==> src/rtl/crd_pkg.sv <==
package crd_pkg;
  localparam int DP_W        = 16;  // descriptor pointer width
  localparam int BP_W        = 32;  // buffer pointer / memory address width
  localparam int LN_W        = 16;  // byte count width
  localparam int ERR_W       = 5;   // receiver error flags
  localparam int FETCH_BYTES = 6;   // chain + buffer pointer bytes
  localparam int SH_W        = 8 * FETCH_BYTES;
  localparam int OFS_LEN     = 6;
  localparam int OFS_STAT    = 8;
  localparam int NFLAG       = 4;

  localparam logic [2:0] RA_CUR  = 3'd0;
  localparam logic [2:0] RA_END  = 3'd1;
  localparam logic [2:0] RA_BFL  = 3'd2;
  localparam logic [2:0] RA_STAT = 3'd3;
  localparam logic [2:0] RA_IE   = 3'd4;
  localparam logic [2:0] RA_CMD  = 3'd5;
  localparam logic [2:0] RA_FCNT = 3'd6;

  localparam int SB_WCLR = 6;
  localparam int SB_RUN  = 7;
  localparam int DS_EOM  = 7;

  typedef enum logic [2:0] {
    S_IDLE, S_CHECK, S_FETCH, S_FILL, S_WLEN0, S_WLEN1, S_WSTAT, S_DROP
  } seq_state_t;
endpackage

==> src/rtl/crd_fcnt.sv <==
module crd_fcnt #(
  parameter int FCNT_W = 4
) (
  input  logic              clk,
  input  logic              rst_n,
  input  logic              frame_done,
  input  logic              clr,
  output logic [FCNT_W-1:0] count,
  output logic              wrap_evt
);
  logic [FCNT_W-1:0] cnt_q, cnt_d;

  always_comb begin
    cnt_d = cnt_q;
    if (clr)             cnt_d = '0;
    else if (frame_done) cnt_d = cnt_q + FCNT_W'(1);
  end

  assign wrap_evt = frame_done && !clr && (&cnt_q);
  assign count    = cnt_q;

  always_ff @(posedge clk or negedge rst_n) begin
    if (!rst_n) cnt_q <= '0;
    else        cnt_q <= cnt_d;
  end
endmodule

==> src/rtl/crd_regs.sv <==
module crd_regs
  import crd_pkg::*;
#(
  parameter int FCNT_W = 4
) (
  input  logic              clk,
  input  logic              rst_n,
  input  logic              reg_wr,
  input  logic [2:0]        reg_addr,
  input  logic [15:0]       reg_wdata,
  output logic [15:0]       reg_rdata,
  input  logic              cda_set,
  input  logic [DP_W-1:0]   cda_val,
  input  logic              halt_evt,
  input  logic              eom_evt,
  input  logic              drop_evt,
  input  logic              cof_evt,
  input  logic [FCNT_W-1:0] fcnt,
  output logic [DP_W-1:0]   cda,
  output logic [DP_W-1:0]   eda,
  output logic [LN_W-1:0]   bfl,
  output logic              run,
  output logic              abort_p,
  output logic              fclr_p,
  output logic [NFLAG-1:0]  flags,
  output logic [NFLAG-1:0]  ie,
  output logic              irq
);
  logic [DP_W-1:0]  cda_q, cda_d, eda_q, eda_d;
  logic [LN_W-1:0]  bfl_q, bfl_d;
  logic [NFLAG-1:0] flg_q, flg_d, ie_q, ie_d, clr_v, set_v;
  logic             run_q, run_d;
  logic             wr_cur, wr_end, wr_bfl, wr_stat, wr_ie, wr_cmd;

  assign wr_cur  = reg_wr && (reg_addr == RA_CUR);
  assign wr_end  = reg_wr && (reg_addr == RA_END);
  assign wr_bfl  = reg_wr && (reg_addr == RA_BFL);
  assign wr_stat = reg_wr && (reg_addr == RA_STAT);
  assign wr_ie   = reg_wr && (reg_addr == RA_IE);
  assign wr_cmd  = reg_wr && (reg_addr == RA_CMD);

  assign abort_p = wr_cmd && reg_wdata[0];
  assign fclr_p  = wr_cmd && reg_wdata[1];

  always_comb begin
    cda_d = cda_q;
    if (cda_set)     cda_d = cda_val;
    else if (wr_cur) cda_d = reg_wdata[DP_W-1:0];
    eda_d = wr_end ? reg_wdata[DP_W-1:0] : eda_q;
    bfl_d = wr_bfl ? reg_wdata[LN_W-1:0] : bfl_q;
    ie_d  = wr_ie  ? reg_wdata[NFLAG-1:0] : ie_q;
    clr_v = (wr_stat && reg_wdata[SB_WCLR]) ? reg_wdata[NFLAG-1:0] : '0;
    set_v = {cof_evt, drop_evt, eom_evt, halt_evt};
    flg_d = (flg_q & ~clr_v) | set_v;
    run_d = run_q;
    if (halt_evt || abort_p) run_d = 1'b0;
    if (wr_stat)             run_d = reg_wdata[SB_RUN];
  end

  always_ff @(posedge clk or negedge rst_n) begin
    if (!rst_n) begin
      cda_q <= '0;
      eda_q <= '0;
      bfl_q <= '0;
      ie_q  <= '0;
      flg_q <= '0;
      run_q <= 1'b0;
    end else begin
      cda_q <= cda_d;
      eda_q <= eda_d;
      bfl_q <= bfl_d;
      ie_q  <= ie_d;
      flg_q <= flg_d;
      run_q <= run_d;
    end
  end

  always_comb begin
    case (reg_addr)
      RA_CUR:  reg_rdata = cda_q;
      RA_END:  reg_rdata = eda_q;
      RA_BFL:  reg_rdata = bfl_q;
      RA_STAT: reg_rdata = {8'h00, run_q, 3'b000, flg_q};
      RA_IE:   reg_rdata = {12'h000, ie_q};
      RA_FCNT: reg_rdata = {{(16-FCNT_W){1'b0}}, fcnt};
      default: reg_rdata = '0;
    endcase
  end

  assign cda   = cda_q;
  assign eda   = eda_q;
  assign bfl   = bfl_q;
  assign run   = run_q;
  assign flags = flg_q;
  assign ie    = ie_q;
  assign irq   = |(flg_q & ie_q);
endmodule

==> src/rtl/crd_seq.sv <==
module crd_seq
  import crd_pkg::*;
(
  input  logic             clk,
  input  logic             rst_n,
  input  logic             run,
  input  logic             abort_p,
  input  logic [DP_W-1:0]  cda,
  input  logic [DP_W-1:0]  eda,
  input  logic [LN_W-1:0]  bfl,
  input  logic             rx_valid,
  input  logic [7:0]       rx_data,
  input  logic             rx_last,
  input  logic [ERR_W-1:0] rx_err,
  output logic             rx_ready,
  output logic             mem_en,
  output logic             mem_we,
  output logic [BP_W-1:0]  mem_addr,
  output logic [7:0]       mem_wdata,
  input  logic [7:0]       mem_rdata,
  output logic             cda_set,
  output logic [DP_W-1:0]  cda_val,
  output logic             halt_evt,
  output logic             eom_evt,
  output logic             drop_evt,
  output logic [LN_W-1:0]  frag_cnt
);
  seq_state_t       st_q, st_d;
  logic [2:0]       k_q, k_d;
  logic [SH_W-1:0]  sh_q, sh_d;
  logic [LN_W-1:0]  cnt_q, cnt_d, cnt_inc;
  logic [ERR_W-1:0] err_q, err_d;
  logic             eom_q, eom_d;
  logic [BP_W-1:0]  desc_base, bufp;
  logic [DP_W-1:0]  chain;

  assign desc_base = {{(BP_W-DP_W){1'b0}}, cda};
  assign chain     = sh_q[DP_W-1:0];
  assign bufp      = sh_q[DP_W +: BP_W];
  assign cnt_inc   = cnt_q + LN_W'(1);

  always_comb begin
    st_d      = st_q;
    k_d       = k_q;
    sh_d      = sh_q;
    cnt_d     = cnt_q;
    err_d     = err_q;
    eom_d     = eom_q;
    rx_ready  = 1'b0;
    mem_en    = 1'b0;
    mem_we    = 1'b0;
    mem_addr  = '0;
    mem_wdata = '0;
    cda_set   = 1'b0;
    halt_evt  = 1'b0;
    eom_evt   = 1'b0;
    drop_evt  = 1'b0;
    case (st_q)
      S_IDLE: begin
        if (run) st_d = S_CHECK;
        else if (rx_valid) begin
          st_d     = S_DROP;
          drop_evt = 1'b1;
        end
      end
      S_CHECK: begin
        if (!run) st_d = S_IDLE;
        else if (cda == eda) begin
          halt_evt = 1'b1;
          st_d     = S_IDLE;
        end else begin
          st_d  = S_FETCH;
          k_d   = '0;
          cnt_d = '0;
        end
      end
      S_FETCH: begin
        if (k_q != 3'd0) sh_d = {mem_rdata, sh_q[SH_W-1:8]};
        if (k_q < 3'(FETCH_BYTES)) begin
          mem_en   = 1'b1;
          mem_addr = desc_base + BP_W'(k_q);
          k_d      = k_q + 3'd1;
        end else begin
          st_d = S_FILL;
        end
      end
      S_FILL: begin
        rx_ready = 1'b1;
        if (rx_valid) begin
          mem_en    = 1'b1;
          mem_we    = 1'b1;
          mem_addr  = bufp + BP_W'(cnt_q);
          mem_wdata = rx_data;
          cnt_d     = cnt_inc;
          if (rx_last) begin
            err_d = rx_err;
            eom_d = 1'b1;
            st_d  = S_WLEN0;
          end else if (cnt_inc == bfl) begin
            err_d = '0;
            eom_d = 1'b0;
            st_d  = S_WLEN0;
          end
        end
      end
      S_WLEN0: begin
        mem_en    = 1'b1;
        mem_we    = 1'b1;
        mem_addr  = desc_base + BP_W'(OFS_LEN);
        mem_wdata = cnt_q[7:0];
        st_d      = S_WLEN1;
      end
      S_WLEN1: begin
        mem_en    = 1'b1;
        mem_we    = 1'b1;
        mem_addr  = desc_base + BP_W'(OFS_LEN + 1);
        mem_wdata = cnt_q[15:8];
        st_d      = S_WSTAT;
      end
      S_WSTAT: begin
        mem_en    = 1'b1;
        mem_we    = 1'b1;
        mem_addr  = desc_base + BP_W'(OFS_STAT);
        mem_wdata = {eom_q, 2'b00, err_q};
        cda_set   = 1'b1;
        eom_evt   = eom_q;
        st_d      = S_CHECK;
      end
      S_DROP: begin
        rx_ready = 1'b1;
        if (rx_valid && rx_last) st_d = S_IDLE;
      end
      default: st_d = S_IDLE;
    endcase
    if (abort_p) st_d = S_IDLE;
  end

  assign cda_val  = chain;
  assign frag_cnt = cnt_q;

  always_ff @(posedge clk or negedge rst_n) begin
    if (!rst_n) begin
      st_q  <= S_IDLE;
      k_q   <= '0;
      sh_q  <= '0;
      cnt_q <= '0;
      err_q <= '0;
      eom_q <= 1'b0;
    end else begin
      st_q  <= st_d;
      k_q   <= k_d;
      sh_q  <= sh_d;
      cnt_q <= cnt_d;
      err_q <= err_d;
      eom_q <= eom_d;
    end
  end
endmodule

==> src/rtl/chain_rx_dma.sv <==
module chain_rx_dma
  import crd_pkg::*;
#(
  parameter int FCNT_W = 4
) (
  input  logic        clk,
  input  logic        rst_n,
  input  logic        reg_wr,
  input  logic [2:0]  reg_addr,
  input  logic [15:0] reg_wdata,
  output logic [15:0] reg_rdata,
  input  logic        rx_valid,
  input  logic [7:0]  rx_data,
  input  logic        rx_last,
  input  logic [4:0]  rx_err,
  output logic        rx_ready,
  output logic        mem_en,
  output logic        mem_we,
  output logic [31:0] mem_addr,
  output logic [7:0]  mem_wdata,
  input  logic [7:0]  mem_rdata,
  output logic        irq
);
  logic [1:0]        rst_pipe;
  logic              rst_n_s;
  logic [DP_W-1:0]   cda, eda, cda_val;
  logic [LN_W-1:0]   bfl, frag_cnt;
  logic              run, abort_p, fclr_p, cda_set;
  logic              halt_evt, eom_evt, drop_evt, cof_evt;
  logic [NFLAG-1:0]  flags, ie;
  logic [FCNT_W-1:0] fcnt;

  always_ff @(posedge clk or negedge rst_n) begin
    if (!rst_n) rst_pipe <= 2'b00;
    else        rst_pipe <= {rst_pipe[0], 1'b1};
  end
  assign rst_n_s = rst_pipe[1];

  crd_regs #(.FCNT_W(FCNT_W)) u_regs (
    .clk(clk), .rst_n(rst_n_s),
    .reg_wr(reg_wr), .reg_addr(reg_addr), .reg_wdata(reg_wdata), .reg_rdata(reg_rdata),
    .cda_set(cda_set), .cda_val(cda_val),
    .halt_evt(halt_evt), .eom_evt(eom_evt), .drop_evt(drop_evt), .cof_evt(cof_evt),
    .fcnt(fcnt), .cda(cda), .eda(eda), .bfl(bfl), .run(run),
    .abort_p(abort_p), .fclr_p(fclr_p), .flags(flags), .ie(ie), .irq(irq)
  );

  crd_seq u_seq (
    .clk(clk), .rst_n(rst_n_s), .run(run), .abort_p(abort_p),
    .cda(cda), .eda(eda), .bfl(bfl),
    .rx_valid(rx_valid), .rx_data(rx_data), .rx_last(rx_last), .rx_err(rx_err),
    .rx_ready(rx_ready),
    .mem_en(mem_en), .mem_we(mem_we), .mem_addr(mem_addr),
    .mem_wdata(mem_wdata), .mem_rdata(mem_rdata),
    .cda_set(cda_set), .cda_val(cda_val),
    .halt_evt(halt_evt), .eom_evt(eom_evt), .drop_evt(drop_evt),
    .frag_cnt(frag_cnt)
  );

  crd_fcnt #(.FCNT_W(FCNT_W)) u_fcnt (
    .clk(clk), .rst_n(rst_n_s), .frame_done(eom_evt), .clr(fclr_p),
    .count(fcnt), .wrap_evt(cof_evt)
  );
endmodule

==> config.mk <==
export PLATFORM = sky130hd
export DESIGN_NAME = chain_rx_dma
export DESIGN_NICKNAME = d
export VERILOG_FILES = /design/src/rtl/crd_pkg.sv /design/src/rtl/crd_fcnt.sv /design/src/rtl/crd_regs.sv /design/src/rtl/crd_seq.sv /design/src/rtl/chain_rx_dma.sv
export SDC_FILE = /design/constraint.sdc
export NUM_CORES = 1
export LEC_CHECK = 0
export BUFFER_PORTS_ARGS = -buffer_cell sky130_fd_sc_hd__buf_2
export CAP_MARGIN = 0
export CORE_MARGIN = 10
export CORE_UTILIZATION = 25
export CTS_BUF_LIST = sky130_fd_sc_hd__clkbuf_2
export DETAILED_ROUTE_END_ITERATION = 12
export PLACE_DENSITY_LB_ADDON = 0.05
export SLEW_MARGIN = 20
export SYNTH_ARGS = -nofsm -noshare
export SYNTH_HDL_FRONTEND = slang
export SYNTH_SLANG_ARGS = --single-unit
==> constraint.sdc <==
create_clock -name clk -period 5 [get_ports clk]
set_input_delay 0.75 -clock clk [delete_from_list [all_inputs] [get_ports clk]]
set_output_delay 0.75 -clock clk [all_outputs]
set_load 0.01 [all_outputs]
==> summary.txt <==
GP Congestion -> 0.847
Min Clock Period, post-route -> 4.64 ns
Crit path kind -> reg -> out
Sequential Power Share -> 39.3%
Buffers on Ports -> 104
Row count -> 71
Comb pwr share -> 46.7%
Post-synth net total -> 1,111
Worst setup margin -> 0.356 ns
RSZ-0062 raised after global routing -> false
Initial Util -> 25.2%
Non-Filler Instances -> 1,634
Final ANT Viol Nets -> 0
Mapped Cells -> 1,037
Area Growth Syn to Fin -> 13.9%
# DRC -> 0
First DRT Iteration DRCs -> 502
Synth Area in Compound Gates -> 19.1%
Core Box Area -> 0.0376 sq mm
Congestion Overflow GR -> 0
Die Ht -> 215 microns
Area share of the largest cell type after synthesis -> 36.7%
Synth Area in Simple Gates -> 14.9%
Rel. slew slack -> 33.2%
Fin util -> 28.7%
Seq/Total Area, Yosys -> 36.7%
Die area -> 0.0461 sq mm
Post-Syn Area -> 0.00948 sq mm
Routed vias/inst -> 5.05
Power per standard cell area -> 526 mW/mm^2
Max-Cap Viols -> 0
Yosys warns -> 0
P_leak -> 4.66 nW
FF-to-FF path depth -> 7
Async SR Flop Fraction -> 100%
Vias in the first global route -> 8,383
Slew Limit Fails -> 0
H-tree depth -> 4
I/O pins -> 105
Clk pin slew, worst setup/hold paths -> 0.22 ns
Max Clk Rate -> 215 MHz
Clk_skew -> 0.0476 ns
Pint -> 2.98 mW
EDFF count, synth -> 0
Slew @ Worst Pin -> 0.998 ns
Pre-CTS setup slack -> 1.04 ns
Most common cell after layout, fill and taps aside -> dfrtp_1
Nets -> 1,184
Antenna violations before repair -> 1
Root buffer cell -> clkbuf_2
Synth Area in Adders -> 3.98%
Mux contribution to synthesized area -> 15.6%
Placed insts -> 1,600
Routed Wire Length -> 38.0 mm
Clock tree sinks -> 139
Outcome -> finished clean
Critical path fanouts, max -> 10
Post-synthesis register bit count -> 139
Yosys cell types -> 71
Pin count of the biggest net entering global routing -> 75
Fin. Hold Viols -> 0
Xor/xnor share of the synthesized area -> 5.63%
Most frequent cells in the layout -> dfrtp_1 (138), nand2_1 (110), buf_2 (104)
Tot GR Track Use -> 16.5%
Largest family of logic cells by synthesized area -> compound AO/OA/AOI/OAI gates
Switching part of the total -> 47.5%
Clock power share -> 14.0%
Hpwl dp -> 29.3 mm
Synth top area cells -> dfrtp_1 (37%), mux2_2 (9.9%), o21ai_0 (5.0%)
Via count -> 8,252
Syn avg cell area -> 9.15 sq um
Layout cells sized above 1 -> 23.0%
TritonCTS clock tree -> built
CTS Buffer Depth -> 2
Leading register cell type out of synthesis -> dfrtp_1
Net switching power -> 2.70 mW
Critical Path RT -> 4.25 ns
CP Capture Type -> output port
CP startpoint kind -> flip-flop
Die width -> 215 microns
Clk_lat worst skew -> 0.83 ns
Global-route wire length before repair -> 57.6 mm
Final setup violation count -> 0
Worst hold path type -> in -> reg
Cell taking the most area after synthesis -> dfrtp_1
Final period util -> 92.9%
Wire per inst -> 23.3 microns
Worst EP arrival -> 3.89 ns
Inserted Clock Buffers -> 17
TNS Setup -> 0 ns
Hold path depth -> 2
Initial DRT Pass Iterations -> 5
Final total power -> 5.68 mW
VDD IR max -> 224 uV
cells in the mapped netlist, types with 4 or more instances:
cell	n
o31ai_1	10
nand2b_1	11
and3_1	9
o41ai_1	4
nand2_1	111
buf_1	13
xnor2_1	20
a211oi_1	6
ha_1	27
a22o_1	10
buf_4	5
xor2_1	41
o211ai_1	9
a31oi_1	10
a22oi_1	5
clkbuf_1	41
nor2_1	76
o2111ai_1	4
or2_2	4
and2_1	11
or3_1	4
nor4_1	7
buf_2	4
inv_1	24
a21o_1	12
nand4_1	12
mux2i_1	45
mux4_2	4
nor2b_1	13
nand3_1	13
o21ai_0	95
a2111oi_0	4
and4_1	5
o221ai_1	4
dfrtp_1	139
a21oi_1	65
a211o_1	6
mux2_2	83
o22ai_1	17
nor3_1	12
worst paths after layout:
kind / from / endpoint / slack, ns
setup reg to reg: u_seq.frag_cnt[1] / u_seq.err_q[0] / 1.48
max in group asynchronous: rst_pipe[1] / u_seq.frag_cnt[10] / 3.51
setup / recovery: u_seq.frag_cnt[0] / mem_addr[12] / 0.36
hold reg to reg: rst_pipe[1] / u_seq.sh_q[42] / 0.31
hold / removal: mem_rdata[2] / u_seq.sh_q[42] / 0.14
min in group asynchronous: rst_n / rst_pipe[1] / 0.22
power groups by stage:
stage               clock (mW)  sequential [mW]  combinational (mW)
floorplan                    0             1.81                1.98
finish                   0.794             2.23                2.65
global placement             0             2.30                2.67
global route             0.869             2.31                2.96
detailed placement           0             2.28                2.66
CTS                      0.834             2.26                2.67
layer usage:
| layer | up-vias | wire length [microns] | track usage (%) |
|---|---|---|---|
| li1 | 3922 | - | - |
| met1 | 4160 | 17800 | 21.8 |
| met2 | 143 | 18500 | 27.5 |
| met3 | 27 | 1020 | 2.22 |
| met4 | 0 | 653 | 4.59 |
| met5 | - | 0 | 0 |
through the flow:
stage / hold slack [ns] / instance area, sq um
floorplan: 0.331 / 9480
global placement: 0.334 / 10500
detailed placement: 0.336 / 10500
CTS: 0.0493 / 10700
global route: 0.0467 / 10800
finish: 0.143 / 10800
what timing repair did:
action                                 CTS  global route
endpoints found under the hold margin    2             0
hold buffers                             1             0
buffers inserted                         0             0
setup endpoints to repair                0            14
gates resized for setup                  0             7
critical path: stages, from the launching register on:
cell	delay (ns)
dfrtp_1	0.56
ha_1	0.31
fa_1	0.45
a211oi_1	0.24
nor2_1	0.13
o21ai_0	0.31
nand2_1	0.17
a31oi_1	0.27
xor2_1	0.20
o221ai_1	0.21
buf_2	0.23
registers in the layout, summed over array words and instances, names as in the netlist, 2 cells and up:
register        flops
u_seq.sh_q         48
u_seq.st_q          3
rst_pipe            2
u_regs.bfl         16
u_regs.flags        4
u_regs.ie           4
u_fcnt.count        4
u_seq.k_q           3
u_regs.cda         16
u_regs.eda         16
u_seq.frag_cnt     16
u_seq.err_q         5
logic make-up (layout without fill, tap and decap cells):
kind of cell | count (synthesis) | count (layout)
other | 1 | 2
AOI/OAI and AO/OA | 285 | 285
xor gates and xnor gates | 61 | 61
and+or+nand+nor | 298 | 298
adders and majority gates | 29 | 29
DFF | 139 | 139
buffers and inverters | 92 | 177
muxes | 132 | 132
final cells by class:
| class | instances | area [sq um] |
|---|---|---|
| Clock buffer | 18 | 90.1 |
| Tap cell | 511 | 639 |
| Timing Repair Buffer | 121 | 663 |
| Fill cell | 4059 | 26800 |
| Multi-Input combinational cell | 806 | 5650 |
| Inverter | 25 | 93.8 |
| Antenna cell | 1 | 2.50 |
| Clock inverter | 13 | 174 |
| Sequential cell | 139 | 3480 |
(Power assumes the default switching activity.)
